`src/rtl/gpmx_pkg.sv`:
```
package gpmx_pkg;

  localparam int BANK_PINS   = 16;
  localparam int BANK_STRIDE = 'h30;
  localparam int NUM_KINDS   = 8;
  localparam int NUM_ALT     = 3;

  typedef enum logic [2:0] {
    RK_DOUT   = 3'd0,
    RK_DIN    = 3'd1,
    RK_DIR    = 3'd2,
    RK_FSEL0  = 3'd3,
    RK_FSEL1  = 3'd4,
    RK_ODRAIN = 3'd5,
    RK_PSEL   = 3'd6,
    RK_PEN    = 3'd7
  } reg_kind_e;

  // Byte address of a register kind for a given bank; the short last bank
  // keeps some of its registers in spare slots of the first two banks.
  function automatic int reg_addr(reg_kind_e kind, int bank);
    int off;
    case (kind)
      RK_DOUT:   off = 'h00;
      RK_DIN:    off = 'h04;
      RK_DIR:    off = 'h08;
      RK_FSEL0:  off = 'h0C;
      RK_FSEL1:  off = 'h10;
      RK_ODRAIN: off = 'h14;
      RK_PSEL:   off = 'h1C;
      default:   off = 'h20;
    endcase
    if (bank == 3) begin
      case (kind)
        RK_FSEL1:  return BANK_STRIDE + 'h24;
        RK_ODRAIN: return 'h24;
        RK_PSEL:   return 'h28;
        RK_PEN:    return 'h2C;
        default:   ;
      endcase
    end
    return bank * BANK_STRIDE + off;
  endfunction

endpackage

```
`src/rtl/gpmx_sync.sv`:
```
module gpmx_sync #(
  parameter int WIDTH  = 32,
  parameter int STAGES = 2
) (
  input  logic             clk,
  input  logic             rst_n,
  input  logic [WIDTH-1:0] d_async,
  output logic [WIDTH-1:0] q_sync
);

  logic [WIDTH-1:0] stage_q [STAGES];

  always_ff @(posedge clk or negedge rst_n) begin
    if (!rst_n) begin
      for (int s = 0; s < STAGES; s++) stage_q[s] <= '0;
    end else begin
      stage_q[0] <= d_async;
      for (int s = 1; s < STAGES; s++) stage_q[s] <= stage_q[s-1];
    end
  end

  assign q_sync = stage_q[STAGES-1];

endmodule

```
`src/rtl/gpmx_regfile.sv`:
```
module gpmx_regfile
  import gpmx_pkg::*;
#(
  parameter int NUM_PINS = 32,
  parameter int ADDR_W   = 8
) (
  input  logic                clk,
  input  logic                rst_n,
  input  logic                wr_en,
  input  logic [ADDR_W-1:0]   addr,
  input  logic [31:0]         wdata,
  input  logic [NUM_PINS-1:0] din_sync,
  output logic [31:0]         rdata,
  output logic [NUM_PINS-1:0] dout_q,
  output logic [NUM_PINS-1:0] dir_q,
  output logic [NUM_PINS-1:0] fsel0_q,
  output logic [NUM_PINS-1:0] fsel1_q,
  output logic [NUM_PINS-1:0] odrain_q,
  output logic [NUM_PINS-1:0] psel_q,
  output logic [NUM_PINS-1:0] pen_q
);

  logic [NUM_PINS-1:0] store_q [NUM_KINDS];
  logic                unused_wdata_hi;

  assign unused_wdata_hi = ^wdata[31:BANK_PINS];

  // Each pin bit compares the bus address with its own register address.
  always_ff @(posedge clk or negedge rst_n) begin
    if (!rst_n) begin
      for (int k = 0; k < NUM_KINDS; k++) store_q[k] <= '0;
    end else if (wr_en) begin
      for (int k = 0; k < NUM_KINDS; k++) begin
        if (k != int'(RK_DIN)) begin
          for (int p = 0; p < NUM_PINS; p++) begin
            if (int'(addr) == reg_addr(reg_kind_e'(k), p / BANK_PINS))
              store_q[k][p] <= wdata[p % BANK_PINS];
          end
        end
      end
    end
  end

  always_comb begin
    rdata = '0;
    for (int k = 0; k < NUM_KINDS; k++) begin
      for (int p = 0; p < NUM_PINS; p++) begin
        if (int'(addr) == reg_addr(reg_kind_e'(k), p / BANK_PINS))
          rdata[p % BANK_PINS] = (k == int'(RK_DIN)) ? din_sync[p] : store_q[k][p];
      end
    end
  end

  assign dout_q   = store_q[RK_DOUT];
  assign dir_q    = store_q[RK_DIR];
  assign fsel0_q  = store_q[RK_FSEL0];
  assign fsel1_q  = store_q[RK_FSEL1];
  assign odrain_q = store_q[RK_ODRAIN];
  assign psel_q   = store_q[RK_PSEL];
  assign pen_q    = store_q[RK_PEN];

endmodule

```
`src/rtl/gpmx_padmux.sv`:
```
module gpmx_padmux
  import gpmx_pkg::*;
#(
  parameter int NUM_PINS = 32
) (
  input  logic [NUM_PINS-1:0]         dout_q,
  input  logic [NUM_PINS-1:0]         dir_q,
  input  logic [NUM_PINS-1:0]         fsel0_q,
  input  logic [NUM_PINS-1:0]         fsel1_q,
  input  logic [NUM_PINS-1:0]         odrain_q,
  input  logic [NUM_PINS-1:0]         psel_q,
  input  logic [NUM_PINS-1:0]         pen_q,
  input  logic [NUM_ALT*NUM_PINS-1:0] alt_out,
  input  logic [NUM_ALT*NUM_PINS-1:0] alt_oe,
  output logic [NUM_PINS-1:0]         pad_out,
  output logic [NUM_PINS-1:0]         pad_oe,
  output logic [NUM_PINS-1:0]         pad_pull_up,
  output logic [NUM_PINS-1:0]         pad_pull_dn
);

  for (genvar p = 0; p < NUM_PINS; p++) begin : g_pin
    logic [1:0] sel;
    logic       po;
    logic       oe;

    assign sel = {fsel1_q[p], fsel0_q[p]};

    always_comb begin
      if (sel == 2'd0) begin
        if (odrain_q[p]) begin
          po = 1'b0;
          oe = dir_q[p] & ~dout_q[p];
        end else begin
          po = dout_q[p];
          oe = dir_q[p];
        end
      end else begin
        po = alt_out[(int'(sel) - 1) * NUM_PINS + p];
        oe = alt_oe[(int'(sel) - 1) * NUM_PINS + p];
      end
    end

    assign pad_out[p]     = po;
    assign pad_oe[p]      = oe;
    assign pad_pull_up[p] = pen_q[p] & psel_q[p];
    assign pad_pull_dn[p] = pen_q[p] & ~psel_q[p];
  end

endmodule

```
`src/rtl/gpmx_ctrl.sv`:
```
module gpmx_ctrl
  import gpmx_pkg::*;
#(
  parameter int NUM_PINS = 32,
  parameter int ADDR_W   = 8
) (
  input  logic                        clk,
  input  logic                        rst_n,
  input  logic                        wr_en,
  input  logic [ADDR_W-1:0]           addr,
  input  logic [31:0]                 wdata,
  output logic [31:0]                 rdata,
  input  logic [NUM_PINS-1:0]         pad_in,
  output logic [NUM_PINS-1:0]         pad_out,
  output logic [NUM_PINS-1:0]         pad_oe,
  output logic [NUM_PINS-1:0]         pad_pull_up,
  output logic [NUM_PINS-1:0]         pad_pull_dn,
  input  logic [NUM_ALT*NUM_PINS-1:0] alt_out,
  input  logic [NUM_ALT*NUM_PINS-1:0] alt_oe
);

  logic [NUM_PINS-1:0] din_sync;
  logic [NUM_PINS-1:0] dout_q, dir_q, fsel0_q, fsel1_q, odrain_q, psel_q, pen_q;

  gpmx_sync #(.WIDTH(NUM_PINS), .STAGES(2)) u_sync (
    .clk     (clk),
    .rst_n   (rst_n),
    .d_async (pad_in),
    .q_sync  (din_sync)
  );

  gpmx_regfile #(.NUM_PINS(NUM_PINS), .ADDR_W(ADDR_W)) u_regs (
    .clk      (clk),
    .rst_n    (rst_n),
    .wr_en    (wr_en),
    .addr     (addr),
    .wdata    (wdata),
    .din_sync (din_sync),
    .rdata    (rdata),
    .dout_q   (dout_q),
    .dir_q    (dir_q),
    .fsel0_q  (fsel0_q),
    .fsel1_q  (fsel1_q),
    .odrain_q (odrain_q),
    .psel_q   (psel_q),
    .pen_q    (pen_q)
  );

  gpmx_padmux #(.NUM_PINS(NUM_PINS)) u_pads (
    .dout_q      (dout_q),
    .dir_q       (dir_q),
    .fsel0_q     (fsel0_q),
    .fsel1_q     (fsel1_q),
    .odrain_q    (odrain_q),
    .psel_q      (psel_q),
    .pen_q       (pen_q),
    .alt_out     (alt_out),
    .alt_oe      (alt_oe),
    .pad_out     (pad_out),
    .pad_oe      (pad_oe),
    .pad_pull_up (pad_pull_up),
    .pad_pull_dn (pad_pull_dn)
  );

endmodule

```
`config.mk`:
```
export PLATFORM = sky130hd
export DESIGN_NAME = gpmx_ctrl
export DESIGN_NICKNAME = d
export VERILOG_FILES = /design/src/rtl/gpmx_pkg.sv /design/src/rtl/gpmx_sync.sv /design/src/rtl/gpmx_regfile.sv /design/src/rtl/gpmx_padmux.sv /design/src/rtl/gpmx_ctrl.sv
export SDC_FILE = /design/constraint.sdc
export NUM_CORES = 1
export LEC_CHECK = 0
export CORE_MARGIN = 2
export CORE_UTILIZATION = 47
export DETAILED_ROUTE_END_ITERATION = 10
export PLACE_DENSITY = 0.81
export SKIP_LAST_GASP = 1
export SYNTH_ARGS = -nofsm -noshare
export SYNTH_HDL_FRONTEND = slang
export SYNTH_SLANG_ARGS = --single-unit
```
`constraint.sdc`:
```
create_clock -name clk -period 3.95 [get_ports clk]
set_input_delay 0.9875 -clock clk [delete_from_list [all_inputs] [get_ports clk]]
set_output_delay 0.9875 -clock clk [all_outputs]
set_load 0.05 [all_outputs]
```
==> reports/metrics.csv <==
stage,metric,value,unit
pwr,Pleak,10.6,nW
floorplanning,core area,34700,µm²
layout,register area,7210,µm²
pwr,PwrDens,321,nW/µm²
clock_tree,total CTS buffers,30,
yosys,Post-Synthesis Cell Area,16600,µm²
pwr,post-layout power,7.75,mW
timing,Final Max Tran Viols,0,
yosys,prevailing post-synth register cell,dfrtp_1,
global_route,vias in the first global route,15700,
route,WL/cell,25.2,µm
floorplanning,row count,68,
place,DP Cell Count,2501,
layout,layout cell share with drive strength beyond 1,33.1,%
global_route,Overall Global Routing Usage,34.3,%
layout,"commonest non-fill, non-tap cell in the layout",clkdlybuf4s50_1,
global_route,initial antenna violation count,0,
layout,Layout Nets,2419,
route,Final ANT Viol Nets,0,
timing,final worst slack,-0.106,ns
yosys,Mean Syn Cell Area,10.3,µm²
global_route,first-pass GRT wire length,94200,µm
timing,RSZ-0062 raised after global routing,yes,
yosys,Post-Syn Instances,1619,
outcome,run status,"complete, but fails checks",
yosys,sequential fraction of the synthesis area,43.3,%
clock_tree,Worst-Skew Late Latency,0.56,ns
route,DRC viols,0,
timing,Fin. Hold Viols,0,
critical_path,WP data arrival,3.07,ns
critical_path,Worst Setup Start Kind,primary input,
clock_tree,CTS sink count,288,
critical_path,reg2reg setup slack,3.03,ns
global_route,largest net degree at the start of global routing,121,
floorplanning,Die ar.,36900,µm²
clock_tree,CTS tree,done,
pwr,combinational group share of total power,19.8,%
layout,utilization after layout,69.6,%
clock_tree,clock tree buffer depth,3,
critical_path,worst-path maximum fanout,6,
timing,period utilisation layout,103,%
yosys,number of synthesized flops with an enable pin,0,
layout,final instance area,24200,µm²
outcome,failing checks,negative setup slack,
floorplanning,IO Pins,427,
timing,Tmin final,4.06,ns
floorplanning,Die H,192,µm
clock_tree,# H-tree levels,1,
route,Initial DRC Count,1548,
floorplanning,Die W,192,µm
pwr,Int Pwr,5.55,mW
place,DP Wirelength,47800,µm
route,vias,15900,
route,drt total wl,65600,µm
layout,area grow syn2layout,45.3,%
critical_path,CP endpoint kind,output port,
route,Vias/cell,6.10,
timing,Slew @ Worst Pin,0.903,ns
pwr,sw power,2.20,mW
pwr,sequential power share,41.9,%
layout,fill cell count,2560,
timing,Final Setup Violations,6,
layout,Multi-input gate area,9040,µm²
timing,worst relative slew slack,39.8,%
floorplanning,starting density of the core,47.9,%
place,IO Port Bufs,394,
pwr,maximum VDD drop,312,µV
place,Final Wtd Congestion,1.01,
critical_path,Crit Path Class,primary input to output port,
layout,most frequent cells in the layout,"clkdlybuf4s50_1, dfrtp_1, buf_4",
yosys,Yosys reg bits,288,
place,Placed Area,21900,µm²
critical_path,CP Data Required Time,2.96,ns
clock_tree,Root Buffer,clkbuf_16,
layout,diode count,0,
pwr,Sw Share,28.4,%
yosys,async set or reset register ratio after synthesis,100,%
yosys,post-synth cell types,71,
hold_path,HP Class,flip-flop to flip-flop,
pwr,Clk pwr share,38.3,%
global_route,total grt overflow,0,
timing,maximum clock frequency,247,MHz
layout,Post-Layout Cell Count,2599,
flow_run,Max Cap Viol,0,
timing,Worst Skew,0.00515,ns
route,Initial DRT Pass Iterations,6,
yosys,synth warn,0,
timing,setup TNS,-0.250,ns
clock_tree,Clock Pin Slew Worst Setup and Hold Paths,0.06,ns
## power by group through the flow
stage	registers [mW]	logic, mW	clock network (mW)
6_report	3.25	1.54	2.97
5_1_grt	3.26	1.63	3.09
4_1_cts	3.24	1.50	2.97
3_5_place_dp	3.29	1.45	0
3_3_place_gp	3.28	1.41	0
2_1_floorplan	3.22	0.855	0
## critical path, cell delays in order
cell	delay (ns)
buf_12	0.11
or4_4	0.56
or4_4	0.57
buf_6	0.15
o21ai_4	0.09
a2111oi_4	0.07
o31ai_4	0.34
buf_12	0.18
## path summary, 6_finish.rpt
path | startpoint | endpoint | depth (start not counted)
setup / recovery | addr[1] | rdata[1] | 8
hold / removal | u_sync.stage_q[38]$_DFF_PN0_ | u_sync.q_sync[6]$_DFF_PN0_ | 0
setup reg to reg | u_regs.psel_q[28]$_DFFE_PN0P_ | u_regs.psel_q[28]$_DFFE_PN0P_ | 1
hold reg to reg | u_sync.stage_q[38]$_DFF_PN0_ | u_sync.q_sync[6]$_DFF_PN0_ | 0
max in group asynchronous | rst_n | u_regs.dout_q[22]$_DFFE_PN0P_ | 2
min in group asynchronous | rst_n | u_sync.stage_q[43]$_DFF_PN0_ | 1
## kinds of logic (layout without fill, tap and decap cells)
family,Yosys count,count (layout),synth area share (%)
flip-flops,288,288,43.3
multiplexers,294,294,19.4
adder cells (fa/ha/maj),32,32,2.41
AND/OR/NAND/NOR,381,381,12.3
AO/OA/AOI/OAI,391,391,15.1
buffers and inverters,232,742,7.40
other,1,16,0.0225
## synthesized netlist by cell type, types with 4 or more instances
master / number / share of area, %
mux2_2: 230 / 16
nand2_2: 4 / 0.15
and2_1: 35 / 1.3
a21oi_1: 58 / 1.7
nand2_1: 80 / 1.8
o21ai_0: 107 / 3.2
a211o_1: 7 / 0.37
nand3_1: 45 / 1.4
nor2b_1: 44 / 1.7
or2_2: 4 / 0.15
nor3_1: 14 / 0.42
buf_1: 7 / 0.16
a31oi_1: 53 / 2.0
mux2i_1: 62 / 3.7
a2111oi_0: 8 / 0.42
a32oi_1: 5 / 0.26
ha_1: 32 / 2.4
nand4_1: 4 / 0.15
o221ai_1: 9 / 0.47
inv_1: 65 / 1.5
o31ai_1: 5 / 0.23
nor2_1: 80 / 1.8
o211ai_1: 6 / 0.27
clkbuf_1: 49 / 1.1
a22o_1: 9 / 0.47
buf_4: 81 / 3.7
o22ai_1: 38 / 1.4
dfrtp_1: 288 / 43
a221oi_1: 25 / 1.3
nand3b_1: 25 / 1.1
nand2b_1: 11 / 0.41
a22oi_1: 38 / 1.7
buf_2: 26 / 0.78
## cell type report
cell class,instances,area share [%]
Clock buffer,46,3.69
Clock inverter,10,0.559
Inverter,65,1.01
Multi-Input combinational cell,1114,37.4
Sequential cell,288,29.8
Tap cell,455,2.35
Timing Repair Buffer,621,25.2
## flip-flops by register name (all words and copies together) (netlist names)
| signal | flops |
|---|---|
| u_regs.dir_q | 32 |
| u_regs.dout_q | 32 |
| u_regs.fsel0_q | 32 |
| u_regs.fsel1_q | 32 |
| u_regs.odrain_q | 32 |
| u_regs.pen_q | 32 |
| u_regs.psel_q | 32 |
| u_sync.q_sync | 32 |
| u_sync.stage_q | 32 |
## metal layers
| metal | vias up | global-route usage, % | part of all wire (%) |
|---|---|---|---|
| met2 | 1026 | 55.2 | 46 |
| met3 | 200 | 8.06 | 11 |
| met1 | 7769 | 44.9 | 39 |
| met4 | 0 | 13.6 | 4.3 |
| li1 | 6862 | - | - |
| met5 | - | 0 | 0 |
## through the flow
stage | hold slack [ns] | worst slack (ns)
floorplan | 0.331 | -0.298
global placement | 0.334 | -0.724
detailed placement | 0.335 | -0.737
CTS | 0.349 | -0.108
global route | 0.357 | -0.122
finish | 0.347 | -0.106
## repair_timing
action                                  4_1_cts  5_1_grt
hold buffers                                  0        0
cloned                                        1        3
endpoints found under the setup margin       16       17
gates resized for setup                     159       74
buffers inserted                             32       13
pin swaps                                    52       53
(Power assumes the default switching activity.)
